### src/rtl/ea_unit.sv
module ea_unit (
  input  logic        clk,
  input  logic        rst_n,
  input  logic        start,
  input  logic [3:0]  mode,
  input  logic [15:0] pc_in,
  input  logic [7:0]  x_in,
  input  logic [7:0]  y_in,
  input  logic [7:0]  mem_data,
  input  logic        mem_valid,
  output logic        mem_req,
  output logic [15:0] mem_addr,
  output logic [15:0] ea,
  output logic [15:0] pc_out,
  output logic        done,
  output logic        page_cross
);
  localparam logic [3:0] M_IMM = 4'd0, M_ZP = 4'd1, M_ZPX = 4'd2, M_ZPY = 4'd3,
                         M_ABS = 4'd4, M_ABX = 4'd5, M_ABY = 4'd6, M_REL = 4'd7,
                         M_IZX = 4'd8, M_IZY = 4'd9, M_IND = 4'd10, M_IZP = 4'd11,
                         M_AIX = 4'd12;

  typedef enum logic [2:0] {S_IDLE, S_OP0, S_OP1, S_PLO, S_PHI, S_FIN} st_t;
  st_t st;

  logic [3:0]  md;
  logic [15:0] pc_r, op, ptr, base, offs, npc;
  logic [7:0]  xr, yr;
  logic        xing;

  wire two_byte = (md == M_ABS) || (md == M_ABX) || (md == M_ABY) || (md == M_IND) || (md == M_AIX);
  wire zp_ptr   = (md == M_IZX) || (md == M_IZY) || (md == M_IZP);
  wire [7:0] zloc = (md == M_IZX) ? 8'(op[7:0] + xr) : op[7:0];
  wire busy = (st != S_IDLE);

  assign mem_req = (st == S_OP0) || (st == S_OP1) || (st == S_PLO) || (st == S_PHI);

  always_comb begin
    case (st)
      S_OP0, S_OP1: mem_addr = pc_r;
      S_PLO:        mem_addr = zp_ptr ? {8'h00, zloc} : op;
      S_PHI:        mem_addr = zp_ptr ? {8'h00, 8'(zloc + 8'd1)} : op + 16'd1;
      default:      mem_addr = 16'h0000;
    endcase
  end

  always_comb begin
    base = pc_r;
    offs = 16'h0000;
    xing = 1'b0;
    npc  = pc_r;
    case (md)
      M_ZP:  base = {8'h00, op[7:0]};
      M_ZPX: base = {8'h00, 8'(op[7:0] + xr)};
      M_ZPY: base = {8'h00, 8'(op[7:0] + yr)};
      M_ABS: base = op;
      M_ABX: begin base = op; offs = {8'h00, xr}; xing = 1'b1; end
      M_ABY: begin base = op; offs = {8'h00, yr}; xing = 1'b1; end
      M_REL: begin base = pc_r; offs = {{8{op[7]}}, op[7:0]}; xing = 1'b1; end
      M_IZX, M_IND, M_IZP: base = ptr;
      M_IZY: begin base = ptr; offs = {8'h00, yr}; xing = 1'b1; end
      M_AIX: begin base = ptr; offs = {8'h00, xr}; xing = 1'b1; end
      default: npc = pc_r + 16'd1;
    endcase
  end

  wire [15:0] sum = base + offs;

  always_ff @(posedge clk) begin
    if (!rst_n) begin
      st <= S_IDLE;
      md <= '0; pc_r <= '0; op <= '0; ptr <= '0; xr <= '0; yr <= '0;
      ea <= '0; pc_out <= '0; done <= 1'b0; page_cross <= 1'b0;
    end else begin
      done <= 1'b0;
      case (st)
        S_IDLE: if (start) begin
          md <= mode; pc_r <= pc_in; xr <= x_in; yr <= y_in;
          op <= '0; ptr <= '0;
          st <= (mode == M_IMM || mode > M_AIX) ? S_FIN : S_OP0;
        end
        S_OP0: if (mem_valid) begin
          op   <= {8'h00, mem_data};
          pc_r <= pc_r + 16'd1;
          st   <= two_byte ? S_OP1 : (zp_ptr ? S_PLO : S_FIN);
        end
        S_OP1: if (mem_valid) begin
          op[15:8] <= mem_data;
          pc_r     <= pc_r + 16'd1;
          st       <= (md == M_IND || md == M_AIX) ? S_PLO : S_FIN;
        end
        S_PLO: if (mem_valid) begin
          ptr[7:0] <= mem_data;
          st       <= S_PHI;
        end
        S_PHI: if (mem_valid) begin
          ptr[15:8] <= mem_data;
          st        <= S_FIN;
        end
        default: begin
          ea         <= sum;
          pc_out     <= npc;
          page_cross <= xing && (((sum ^ base) & 16'hFF00) != 16'h0000);
          done       <= 1'b1;
          st         <= S_IDLE;
        end
      endcase
    end
  end
endmodule

### config.mk
export PLATFORM = sky130hd
export DESIGN_NAME = ea_unit
export DESIGN_NICKNAME = d
export VERILOG_FILES = /design/src/rtl/ea_unit.sv
export SDC_FILE = /design/constraint.sdc
export NUM_CORES = 1
export LEC_CHECK = 0
export BUFFER_PORTS_ARGS = -buffer_cell sky130_fd_sc_hd__clkbuf_2
export CAP_MARGIN = 25
export CORE_MARGIN = 4
export CORE_UTILIZATION = 60
export CTS_CLUSTER_SIZE = 10
export DETAILED_ROUTE_END_ITERATION = 8
export PLACE_DENSITY = 0.83
export SLEW_MARGIN = 15
export SYNTH_ARGS = -nofsm -noshare
export SYNTH_HDL_FRONTEND = slang
export SYNTH_SLANG_ARGS = --single-unit
### constraint.sdc
create_clock -name clk -period 9.3 [get_ports clk]
set_input_delay 1.86 -clock clk [delete_from_list [all_inputs] [get_ports clk]]
set_output_delay 1.86 -clock clk [all_outputs]
set_load 0.02 [all_outputs]
# After elaboration in Yosys (flattened, before gate mapping)
# Index checks and enable logic that the tools add are counted.
[word_totals] reg_bits=105
[op_classes] add_sub_neg=6 n_lt_le_gt_ge=1 n_eq_ne=22 n_mux=29 bitwise_logic=1 n_reduce_logical=35
[op_table] op="two-way mux 16 bit" n=7
[op_table] op="case mux 16 bit (3 select lines)" n=2
[op_table] op="case mux 16 bit (5 select lines)" n=1
[op_table] op="case mux 8 bit (2 select lines)" n=3
[op_table] op="adder 16 x 1 -> 16 bit, second input constant" n=2
[op_table] op="case mux 16 bit (2 select lines)" n=1
[op_table] op="two-way mux 3 bit" n=9
[op_table] op="case mux 8 bit (3 select lines)" n=1
[op_table] op="== test 4 bit, second input constant" n=5
[op_table] op="adder 16 bit" n=1
[op_table] op="adder 8 bit" n=2
[op_table] op="== test 4 x 3 -> 1 bit, second input constant" n=4
[op_table] op="two-way mux 8 bit" n=2
[op_table] op="nonzero test 16 bit" n=1
[op_table] op="bitwise XOR 16 bit" n=1
[op_table] op="case mux 3 bit (5 select lines)" n=1
[op_table] op="OR reduction 5 bit" n=3
[op_table] op="AND reduction 3 bit" n=4
[op_table] op="OR reduction 12 bit" n=1
[op_table] op="logical OR 1 bit" n=11
[op_table] op="!= test 2 bit, second input constant" n=5
[op_table] op="adder 8 x 1 -> 8 bit, second input constant" n=1
[op_table] op="== test 4 x 2 -> 1 bit, second input constant" n=2
[op_table] op="nonzero test 2 bit" n=4
[op_table] op="other kinds (16)" n=20

# Longest topological paths before layout
# Gate-level depths: netlist (run 1).
[logic_depth] ltp_word=8 mapped_depth=19

# Least setup slack after synthesis (run 1)
# No wires, ideal clock.
[synth_timing] path_kind="flip-flop to output port" start="register op[0]" end="output mem_addr[7]" arrival_time_ns=2.668 required_time_ns=7.440 path_slack_ns=4.772 stages_incl_launch_ff=11 n_path_buf=0 path_cell_list="dfxtp_1 -> ha_1 -> fa_1 -> a21o_1 -> a21oi_1 -> xnor2_1 -> a21oi_1 -> nor3b_2 -> nand3_1 -> o31a_1 -> o211ai_1"
[synth_between] elab_chain_len=5 elab_cells_between_ends=7 cone_classes="add/sub (3); mux (4)"
[synth_lines] item="from (decl)" line="27" source="logic [15:0] pc_r, op, ptr, base, offs, npc;"
[synth_lines] item="from (signal assigned)" line="83" source="op <= {8'h00, mem_data};"
[synth_lines] item="adder 8 bit" line="33" source="wire [7:0] zloc = (md == M_IZX) ? 8'(op[7:0] + xr) : op[7:0];"
[synth_lines] item="two-way mux 8 bit" line="33"
[synth_lines] item="adder 8 x 1 -> 8 bit" line="42" source="S_PHI: mem_addr = zp_ptr ? {8'h00, 8'(zloc + 8'd1)} : op + 16'd1;"
[synth_lines] item="two-way mux 16 bit" line="42"
[synth_lines] item="case mux 16 bit (3 select lines) (*)" line="39" source="case (st)"
[synth_lines] item="to (decl)" line="12" source="output logic [15:0] mem_addr,"
# Every way passes the cells marked *; elsewhere a longest branch is shown, timed or not.

# Worst setup path in the final report (run 1)
[layout_timing] start="register st[2]" end="output mem_addr[7]"
[layout_between] elab_chain_len=3 elab_cells_between_ends=6 cone_classes="eq/ne (4); mux (1); reduce/logical (1)"
[layout_lines] item="from (decl)" line="24" source="st_t st;"
[layout_lines] item="from (signal assigned)" line="80" source="st <= (mode == M_IMM || mode > M_AIX) ? S_FIN : S_OP0;"
[layout_lines] item="from (signal assigned)" line="85" source="st <= two_byte ? S_OP1 : (zp_ptr ? S_PLO : S_FIN);"
[layout_lines] item="from (signal assigned)" line="90" source="st <= (md == M_IND || md == M_AIX) ? S_PLO : S_FIN;"
[layout_lines] item="== test 3 x 1 -> 1 bit or == test 3 x 2 -> 1 bit (tied branches)" line="39"
[layout_lines] item="OR reduction 2 bit (no line)"
[layout_lines] item="case mux 16 bit (3 select lines) (*)" line="39"
# Marks and branches as above.

==> run metrics, run 1 <==
most used routing layer in global routing met2; global-route usage over all layers 30.9%; final routed wire length divided by cell count 18.6 um; First DRT Iteration DRCs 1058; Yosys reg bits 105; Pwr per Cell Area 155 nW/um2; part of the total power dissipated in sequential elements 42.5%; number of enable-type register cells in the synthesized netlist 0; pin count of the biggest net entering global routing 66; detailed-router iteration count before antenna repair 6; Clock Tree Buf Depth 2; Clock Latency Late Sink 0.36 ns; Clk pwr share 30.4%; Die X-Extent 119 um; setup-violating endpoint count in the final report 0; worst slack at placement 4.58 ns; Ys Warns 0; register clock-pin slew on the reported worst setup and hold paths 0.07 ns; net count after synthesis 1082; WP data required 7.44 ns; Post-CTS Hold Buffers 0; switching power 0.000455 W; Sinks on Clock Net 105; worst hold path class reg -> reg; RSZ-0062 raised after global routing false; post-route ant nets 0; Placeable Area 12000 um2; switching part of the total power 36.4%; kind of launch point of the worst setup path register; M2 GR Usage 48.9%; grt met3 use 4.69%; final design utilization 67.2%; max-slew headroom at the worst pin 31.1%; layout overhead on the synthesized area 10.1%; post-synth design cell area 7330 um2; diode insertion count for antenna repair 0; met1 track demand over resource 41.2%; list of most frequent post-synthesis cells sky130_fd_sc_hd__nand2_1 (178), sky130_fd_sc_hd__a21oi_1 (114), sky130_fd_sc_hd__dfxtp_1 (105); max cap viols 0; cell-internal power 0.000797 W; Post-Syn Area per Cell 7.34 um2; critical path capture point type primary output; fraction of synthesized cell area taken by the top area cell type 28.7%; clock skew after layout 0.00686 ns; final slew viol count 0; first-pass GRT wire length 35400 um; Worst EP arrival 3.37 ns; Via-to-Cell Ratio 6.45; Period Utilization, post-route 56.3%; total congestion overflow 0; proportion of synthesized chip area in sequential cells 28.7%; Post-CTS Resized 0; instance count of the mapped netlist 999; Cell Rows 40; HPWL after detailed placement 16100 um; async set-or-reset flop fraction in the synthesized netlist 0%; maximum fanout along the worst path 22; final weighted congestion of routability-driven global placement 0.934; die area 14100 um2; number of port buffers 98; leakage power 3.31 nW; number of design rule violations left after detail routing 0; part of the total power dissipated in combinational logic 27.0%; number of I/O pins 99; vias in the first global route 7033; number of cells in the design after placement 1179; nets@finish 1126; top cells by area, synth sky130_fd_sc_hd__dfxtp_1 (29%), sky130_fd_sc_hd__nand2_1 (9.1%), sky130_fd_sc_hd__a21oi_1 (7.8%), sky130_fd_sc_hd__ha_1 (5.5%), sky130_fd_sc_hd__xnor2_1 (3.7%); final critical-path setup slack 4.07 ns; effective utilization at floorplan 61.0%; final sum of negative setup slack 0 ns; CTS Root Buffer Type sky130_fd_sc_hd__clkbuf_16; final non-filler cell area 8070 um2; cell type with the highest aggregate area in the netlist sky130_fd_sc_hd__dfxtp_1; height of the chip 119 um; most used flip-flop cell after synthesis sky130_fd_sc_hd__dfxtp_1; initial antenna violation count 0; final critical-path required period 5.23 ns; fin cells 1195; highest ir drop seen on vdd 0.0911 mV; CTS H-tree depth 3; TritonCTS clock tree yes; number of failing hold endpoints at the final stage 0; outcome complete, no violations; achievable frequency 0.191 GHz; number of buffers inserted during clock tree synthesis 9; number of distinct library cell variants in the gate-level netlist after synthesis 64; total placed instance area 7780 um2; Tightest Pin Transition 1.03 ns; number of setup buffers added after CTS 0; # fillers 1111; share of layout cells above drive strength 1 13.3%; Critical Setup Path Class reg -> out; Final Routed Wirelength 22200 um; count leader, synth sky130_fd_sc_hd__nand2_1; vias 7707
power by group through the flow:
| stage | clock [W] | combinational [W] | sequential [W] |
|---|---|---|---|
| final | 0.000381 | 0.000339 | 0.000533 |
| after global routing | 0.000398 | 0.000372 | 0.000536 |
| after CTS | 0.000381 | 0.000333 | 0.000529 |
| after detailed placement | 0 | 0.000330 | 0.000540 |
| after floorplan | 0 | 0.000258 | 0.000515 |
| after global placement | 0 | 0.000327 | 0.000538 |
state kept, by name, indices dropped and copies added (netlist names):
register / count
ea: 16
pc_r: 16
ptr: 16
yr: 8
xr: 8
md: 4
pc_out: 16
page_cross: 1
st: 3
op: 16
done: 1
final cells by class:
type                            instances  area [um2]  share of cell area (%)
Clock inverter                          3        22.5                   0.279
Timing Repair Buffer                  104         536                    6.64
Multi-Input combinational cell        788        4820                    59.8
Tap cell                              147         184                    2.28
Inverter                               35         131                    1.63
Clock buffer                           13         270                    3.35
Sequential cell                       105        2100                    26.0
path summary, 6_finish.rpt:
kind | slack, ns | end | start | cells past startpoint
max | 4.07 | mem_addr[7] | st[2] | 7
min | 0.45 | ea[12] | ea[12] | 2
max reg2reg | 4.79 | page_cross | md[1] | 13
min reg2reg | 0.45 | ea[12] | ea[12] | 2
layer usage:
layer,vias up,share of wire [%]
met5,-,0
met4,0,3.8
met3,58,9.5
met2,421,45
met1,3511,41
li1,3717,-
through the flow:
step | hold slack, ns | total power (W)
floorplan | 0.431 | 0.000773
global placement | 0.440 | 0.000865
detailed placement | 0.444 | 0.000870
CTS | 0.454 | 0.00124
global route | 0.469 | 0.00131
finish | 0.451 | 0.00125
placed cells by master (no fill, tap or decap), types with 4 or more instances in the layout:
cell type / Yosys / final
sky130_fd_sc_hd__a211oi_1: 13 / 13
sky130_fd_sc_hd__a21o_1: 13 / 13
sky130_fd_sc_hd__a21oi_1: 114 / 114
sky130_fd_sc_hd__a222oi_1: 23 / 23
sky130_fd_sc_hd__a22oi_1: 13 / 13
sky130_fd_sc_hd__a311oi_1: 12 / 12
sky130_fd_sc_hd__a31oi_1: 6 / 6
sky130_fd_sc_hd__a32oi_1: 5 / 5
sky130_fd_sc_hd__and2_1: 13 / 13
sky130_fd_sc_hd__and3_1: 12 / 12
sky130_fd_sc_hd__buf_4: 0 / 6
sky130_fd_sc_hd__clkbuf_16: 0 / 9
sky130_fd_sc_hd__clkbuf_2: 0 / 98
sky130_fd_sc_hd__dfxtp_1: 105 / 105
sky130_fd_sc_hd__ha_1: 32 / 32
sky130_fd_sc_hd__inv_1: 33 / 33
sky130_fd_sc_hd__mux2i_1: 6 / 6
sky130_fd_sc_hd__nand2_1: 178 / 178
sky130_fd_sc_hd__nand2b_1: 6 / 6
sky130_fd_sc_hd__nand3_1: 44 / 44
sky130_fd_sc_hd__nand4_1: 21 / 21
sky130_fd_sc_hd__nor2_1: 59 / 58
sky130_fd_sc_hd__nor3_1: 16 / 16
sky130_fd_sc_hd__o211ai_1: 10 / 10
sky130_fd_sc_hd__o21ai_0: 43 / 43
sky130_fd_sc_hd__o21ai_1: 6 / 6
sky130_fd_sc_hd__o221ai_1: 4 / 4
sky130_fd_sc_hd__o22ai_1: 12 / 12
sky130_fd_sc_hd__o31ai_1: 10 / 10
sky130_fd_sc_hd__or2_2: 4 / 4
sky130_fd_sc_hd__or3_1: 16 / 16
sky130_fd_sc_hd__xnor2_1: 31 / 31
sky130_fd_sc_hd__xor2_1: 21 / 21
critical path, cell delays in order (launching register included):
cell and delay, ns:
sky130_fd_sc_hd__dfxtp_1 0.78, sky130_fd_sc_hd__clkinv_1 0.47, sky130_fd_sc_hd__nor3_1 0.79, sky130_fd_sc_hd__o21ai_0 0.34
sky130_fd_sc_hd__a31oi_1 0.23, sky130_fd_sc_hd__o22ai_1 0.10, sky130_fd_sc_hd__o211ai_1 0.09, sky130_fd_sc_hd__clkbuf_2 0.20
kinds of logic (layout without fill, tap and decap cells):
| group | after synthesis | in the layout | share of synthesized area [%] |
|---|---|---|---|
| adder cells (fa/ha/maj) | 36 | 36 | 6.43 |
| buffers and inverters | 106 | 155 | 5.63 |
| AND/OR/NAND/NOR | 386 | 386 | 24.4 |
| multiplexers | 9 | 9 | 1.33 |
| flip-flops | 105 | 105 | 28.7 |
| AO/OA/AOI/OAI | 305 | 305 | 27.3 |
| XOR/XNOR | 52 | 52 | 6.21 |
No activity file was read; power rests on OpenSTA's default activity.
==> run 2: changes to the inputs <==
--- a/config.mk
+++ b/config.mk
@@ -5,13 +5,14 @@
 export SDC_FILE = /design/constraint.sdc
 export NUM_CORES = 1
 export LEC_CHECK = 0
+export ABC_AREA = 1
 export BUFFER_PORTS_ARGS = -buffer_cell sky130_fd_sc_hd__clkbuf_2
 export CAP_MARGIN = 25
 export CORE_MARGIN = 4
-export CORE_UTILIZATION = 60
+export CORE_UTILIZATION = 59
 export CTS_CLUSTER_SIZE = 10
 export DETAILED_ROUTE_END_ITERATION = 8
-export PLACE_DENSITY = 0.83
+export PLACE_DENSITY = 0.81
 export SLEW_MARGIN = 15
 export SYNTH_ARGS = -nofsm -noshare
 export SYNTH_HDL_FRONTEND = slang
==> constraint.sdc (replaced) <==
create_clock -name clk -period 5.3 [get_ports clk]
set_input_delay 1.06 -clock clk [delete_from_list [all_inputs] [get_ports clk]]
set_output_delay 1.06 -clock clk [all_outputs]
set_load 0.02 [all_outputs]
==> run metrics, run 2 <==
outcome complete, no violations; Worst EP arrival 3.19 ns (-0.18 ns); WP data required 4.24 ns (-3.20 ns); HPWL after detailed placement 17800 um (+11%); setup-violating endpoint count in the final report 0 (unchanged); DRT met1 WL 10200 um (+11%); first-pass GRT wire length 38000 um (+7.3%); number of design rule violations left after detail routing 0 (unchanged); most used flip-flop cell after synthesis sky130_fd_sc_hd__dfxtp_1; achievable frequency 0.235 GHz; Slowest Stage Delay on Critical Path 0.53 ns (-0.26 ns); Critical Setup Path Class reg -> out; number of failing hold endpoints at the final stage 0 (unchanged); list of most frequent post-synthesis cells sky130_fd_sc_hd__nand2_1 (290), sky130_fd_sc_hd__inv_1 (130), sky130_fd_sc_hd__nor2_1 (114); number of enable-type register cells in the synthesized netlist 0 (unchanged); most common cell after layout, fill and taps aside sky130_fd_sc_hd__nand2_1; worst hold path class reg -> reg; final design utilization 67.3% (+0.15 points); post-synth design cell area 7780 um2 (+6.1%); post-route ant nets 0 (unchanged); height of the chip 123 um (+3.6%); nets@finish 1347 (+20%); kind of launch point of the worst setup path register; net count after synthesis 1272 (+18%); Die X-Extent 123 um (+3.6%); Ys Warns 0 (unchanged); Max stage delay cell, worst path sky130_fd_sc_hd__o21ai_0; clock skew after layout 0.00643 ns (-0.000426 ns); number of setup buffers added after CTS 0 (unchanged); First DRT Iteration DRCs 823 (-22%); initial antenna violation count 0 (unchanged); maximum fanout along the worst path 8 (-64%); number of I/O pins 99 (unchanged); leakage power 4.09 nW (+23%); Yosys reg bits 105 (unchanged); final routed wire length divided by cell count 16.4 um (-12%); critical path capture point type primary output; number of buffers inserted during clock tree synthesis 9 (unchanged); highest-count cells in the layout ignoring fill and taps sky130_fd_sc_hd__nand2_1 (290), sky130_fd_sc_hd__inv_1 (130), sky130_fd_sc_hd__nor2_1 (113); Critical Path, Cell by Cell ha_1, fa_1, nand3_1, nand2_1, xnor2_1, o21ai_0, nand3_2, o21ai_1, nand2_1, o21ai_1, nand2_1, clkbuf_2; final slew viol count 0 (unchanged); metal3 WL 1980 um (-6.2%); count leader, synth sky130_fd_sc_hd__nand2_1; Placeable Area 12800 um2 (+6.3%); Clock Latency Late Sink 0.36 ns (about the same); TritonCTS clock tree yes; # fillers 1176 (+5.9%); final non-filler cell area 8600 um2 (+6.6%); total placed instance area 8290 um2 (+6.6%); Via-to-Cell Ratio 5.79 (-10%); die area 15100 um2 (+7.4%); diode insertion count for antenna repair 0 (unchanged); share of layout cells above drive strength 1 15.8% (+2.6 points); top cells by area, synth sky130_fd_sc_hd__dfxtp_1 (27%), sky130_fd_sc_hd__nand2_1 (14%), sky130_fd_sc_hd__inv_1 (6.3%), sky130_fd_sc_hd__nand3_1 (5.9%), sky130_fd_sc_hd__a21oi_1 (5.5%); final sum of negative setup slack 0 ns (unchanged); met2 WL post-DR 10900 um (+9.0%); final critical-path required period 4.25 ns; Pwr per Cell Area 524 nW/um2 (+240%); fraction of synthesized cell area taken by the top area cell type 27.0% (-1.7 points); vias in the first global route 7650 (+8.8%); CTS H-tree depth 3 (unchanged); Post-Syn Area per Cell 6.55 um2 (-11%); CP bufs+invs 1 (-1); Tightest Pin Transition 0.855 ns (-0.170 ns); Post-CTS Hold Buffers 0 (unchanged); tightest hold margin 0.469 ns (+0.0181 ns); Period Utilization, post-route 80.3%; effective utilization at floorplan 60.9% (-0.12 points); register clock-pin slew on the reported worst setup and hold paths 0.07 ns (about the same); proportion of synthesized chip area in sequential cells 27.0% (-1.7 points); family with the most delay on the worst path compound AO/OA/AOI/OAI gates; instance count of the mapped netlist 1189 (+19%); Clock Tree Buf Depth 2 (unchanged); detailed-router iteration count before antenna repair 5 (-1); max cap viols 0 (unchanged); global-route usage over all layers 31.9% (+1.0 points); vias 8344 (+8.3%); cell with the most instances on the worst path sky130_fd_sc_hd__nand2_1; RSZ-0062 raised after global routing false; max-slew headroom at the worst pin 42.9% (+12 points); Cell Rows 41 (+2.5%); number of distinct library cell variants in the gate-level netlist after synthesis 51 (-20%); layout overhead on the synthesized area 10.5%; Post-CTS Resized 0 (unchanged); number of port buffers 98 (unchanged); highest routed metal layer met4; Sinks on Clock Net 105 (unchanged); number of cells in the design after placement 1424 (+21%); pin count of the biggest net entering global routing 54 (-18%); Final Routed Wirelength 23700 um (+6.6%); cell type with the highest aggregate area in the netlist sky130_fd_sc_hd__dfxtp_1; final weighted congestion of routability-driven global placement 1.00 (+7.1%); fin cells 1441 (+21%); total congestion overflow 0 (unchanged); async set-or-reset flop fraction in the synthesized netlist 0% (unchanged); highest ir drop seen on vdd 0.690 mV (+660%); CTS Root Buffer Type sky130_fd_sc_hd__clkbuf_16
run 2: cell count changes after synthesis, sizes merged, moves of 27 or more:
cell,delta
xnor2,-27
nand2,+130
nor2,+64
clkbuf,-40
inv,+111
o21ai,+41
nand3,+51
run 2: worst reg2reg max path, stage by stage, from the launching register on:
cell and delay (ns):
sky130_fd_sc_hd__dfxtp_1 0.43, sky130_fd_sc_hd__ha_1 0.29, sky130_fd_sc_hd__fa_1 0.38, sky130_fd_sc_hd__nand2_1 0.12
sky130_fd_sc_hd__nand2_1 0.06, sky130_fd_sc_hd__a21oi_1 0.16, sky130_fd_sc_hd__nor2_1 0.08, sky130_fd_sc_hd__o21ai_0 0.14
sky130_fd_sc_hd__nand2_1 0.08, sky130_fd_sc_hd__o21ai_0 0.21, sky130_fd_sc_hd__nand3_1 0.13, sky130_fd_sc_hd__o21ai_0 0.10
sky130_fd_sc_hd__inv_1 0.07, sky130_fd_sc_hd__ha_1 0.35, sky130_fd_sc_hd__nand2_1 0.12, sky130_fd_sc_hd__nor2_1 0.20
sky130_fd_sc_hd__nand2_1 0.08, sky130_fd_sc_hd__nand3_1 0.11, sky130_fd_sc_hd__nand2_1 0.06, sky130_fd_sc_hd__nand2_1 0.13
sky130_fd_sc_hd__xor2_1 0.18, sky130_fd_sc_hd__nand2_1 0.07, sky130_fd_sc_hd__nor2_1 0.08, sky130_fd_sc_hd__nand2_1 0.05
sky130_fd_sc_hd__nand2_1 0.05, sky130_fd_sc_hd__a21oi_1 0.05
run 2: routing by layer:
layer  GRT usage [%]  up-vias
li1                -     4125
met1            42.6     3771
met2            52.2      399
met3            6.36       49
met4            9.66        0
met5               0        -
run 2: path summary, 6_finish.rpt:
check,from,end,slack (ns),depth (start not counted)
setup / recovery,op[0],mem_addr[6],1.05,12
hold / removal,pc_out[10],pc_out[10],0.47,2
setup reg to reg,op[0],page_cross,1.39,25
hold reg to reg,pc_out[10],pc_out[10],0.47,2
run 2: logic make-up after synthesis:
logic type | synth area share (%)
and+or+nand+nor | 31.9
adders and majority gates | 5.92
DFF | 27.0
xor gates and xnor gates | 3.49
AOI/OAI and AO/OA | 21.2
buffers and inverters | 10.4
run 2: through the flow:
step / power [W] / setup WS (ns)
after floorplan: 0.00320 / 2.07
after global routing: 0.00485 / 0.813
after detailed placement: 0.00375 / 1.51
after CTS: 0.00445 / 1.13
final: 0.00451 / 1.05
after global placement: 0.00372 / 1.52
run 2: layout make-up:
class / instances / area (um2) / area share [%]
Sequential cell: 105 / 2100 / 24.4
Inverter: 145 / 549 / 6.39
Tap cell: 172 / 215 / 2.50
Clock buffer: 11 / 233 / 2.71
Clock inverter: 5 / 63.8 / 0.742
Multi-Input combinational cell: 896 / 4870 / 56.6
Timing Repair Buffer: 107 / 566 / 6.58
run 2: report_power, final:
| group | switching (W) | total (W) | internal, W |
|---|---|---|---|
| clock network | 0.000313 | 0.000685 | 0.000372 |
| logic | 0.00178 | 0.00259 | 0.000812 |
| registers | 0.000233 | 0.00123 | 0.000994 |
| total | 0.00233 | 0.00451 | 0.00218 |
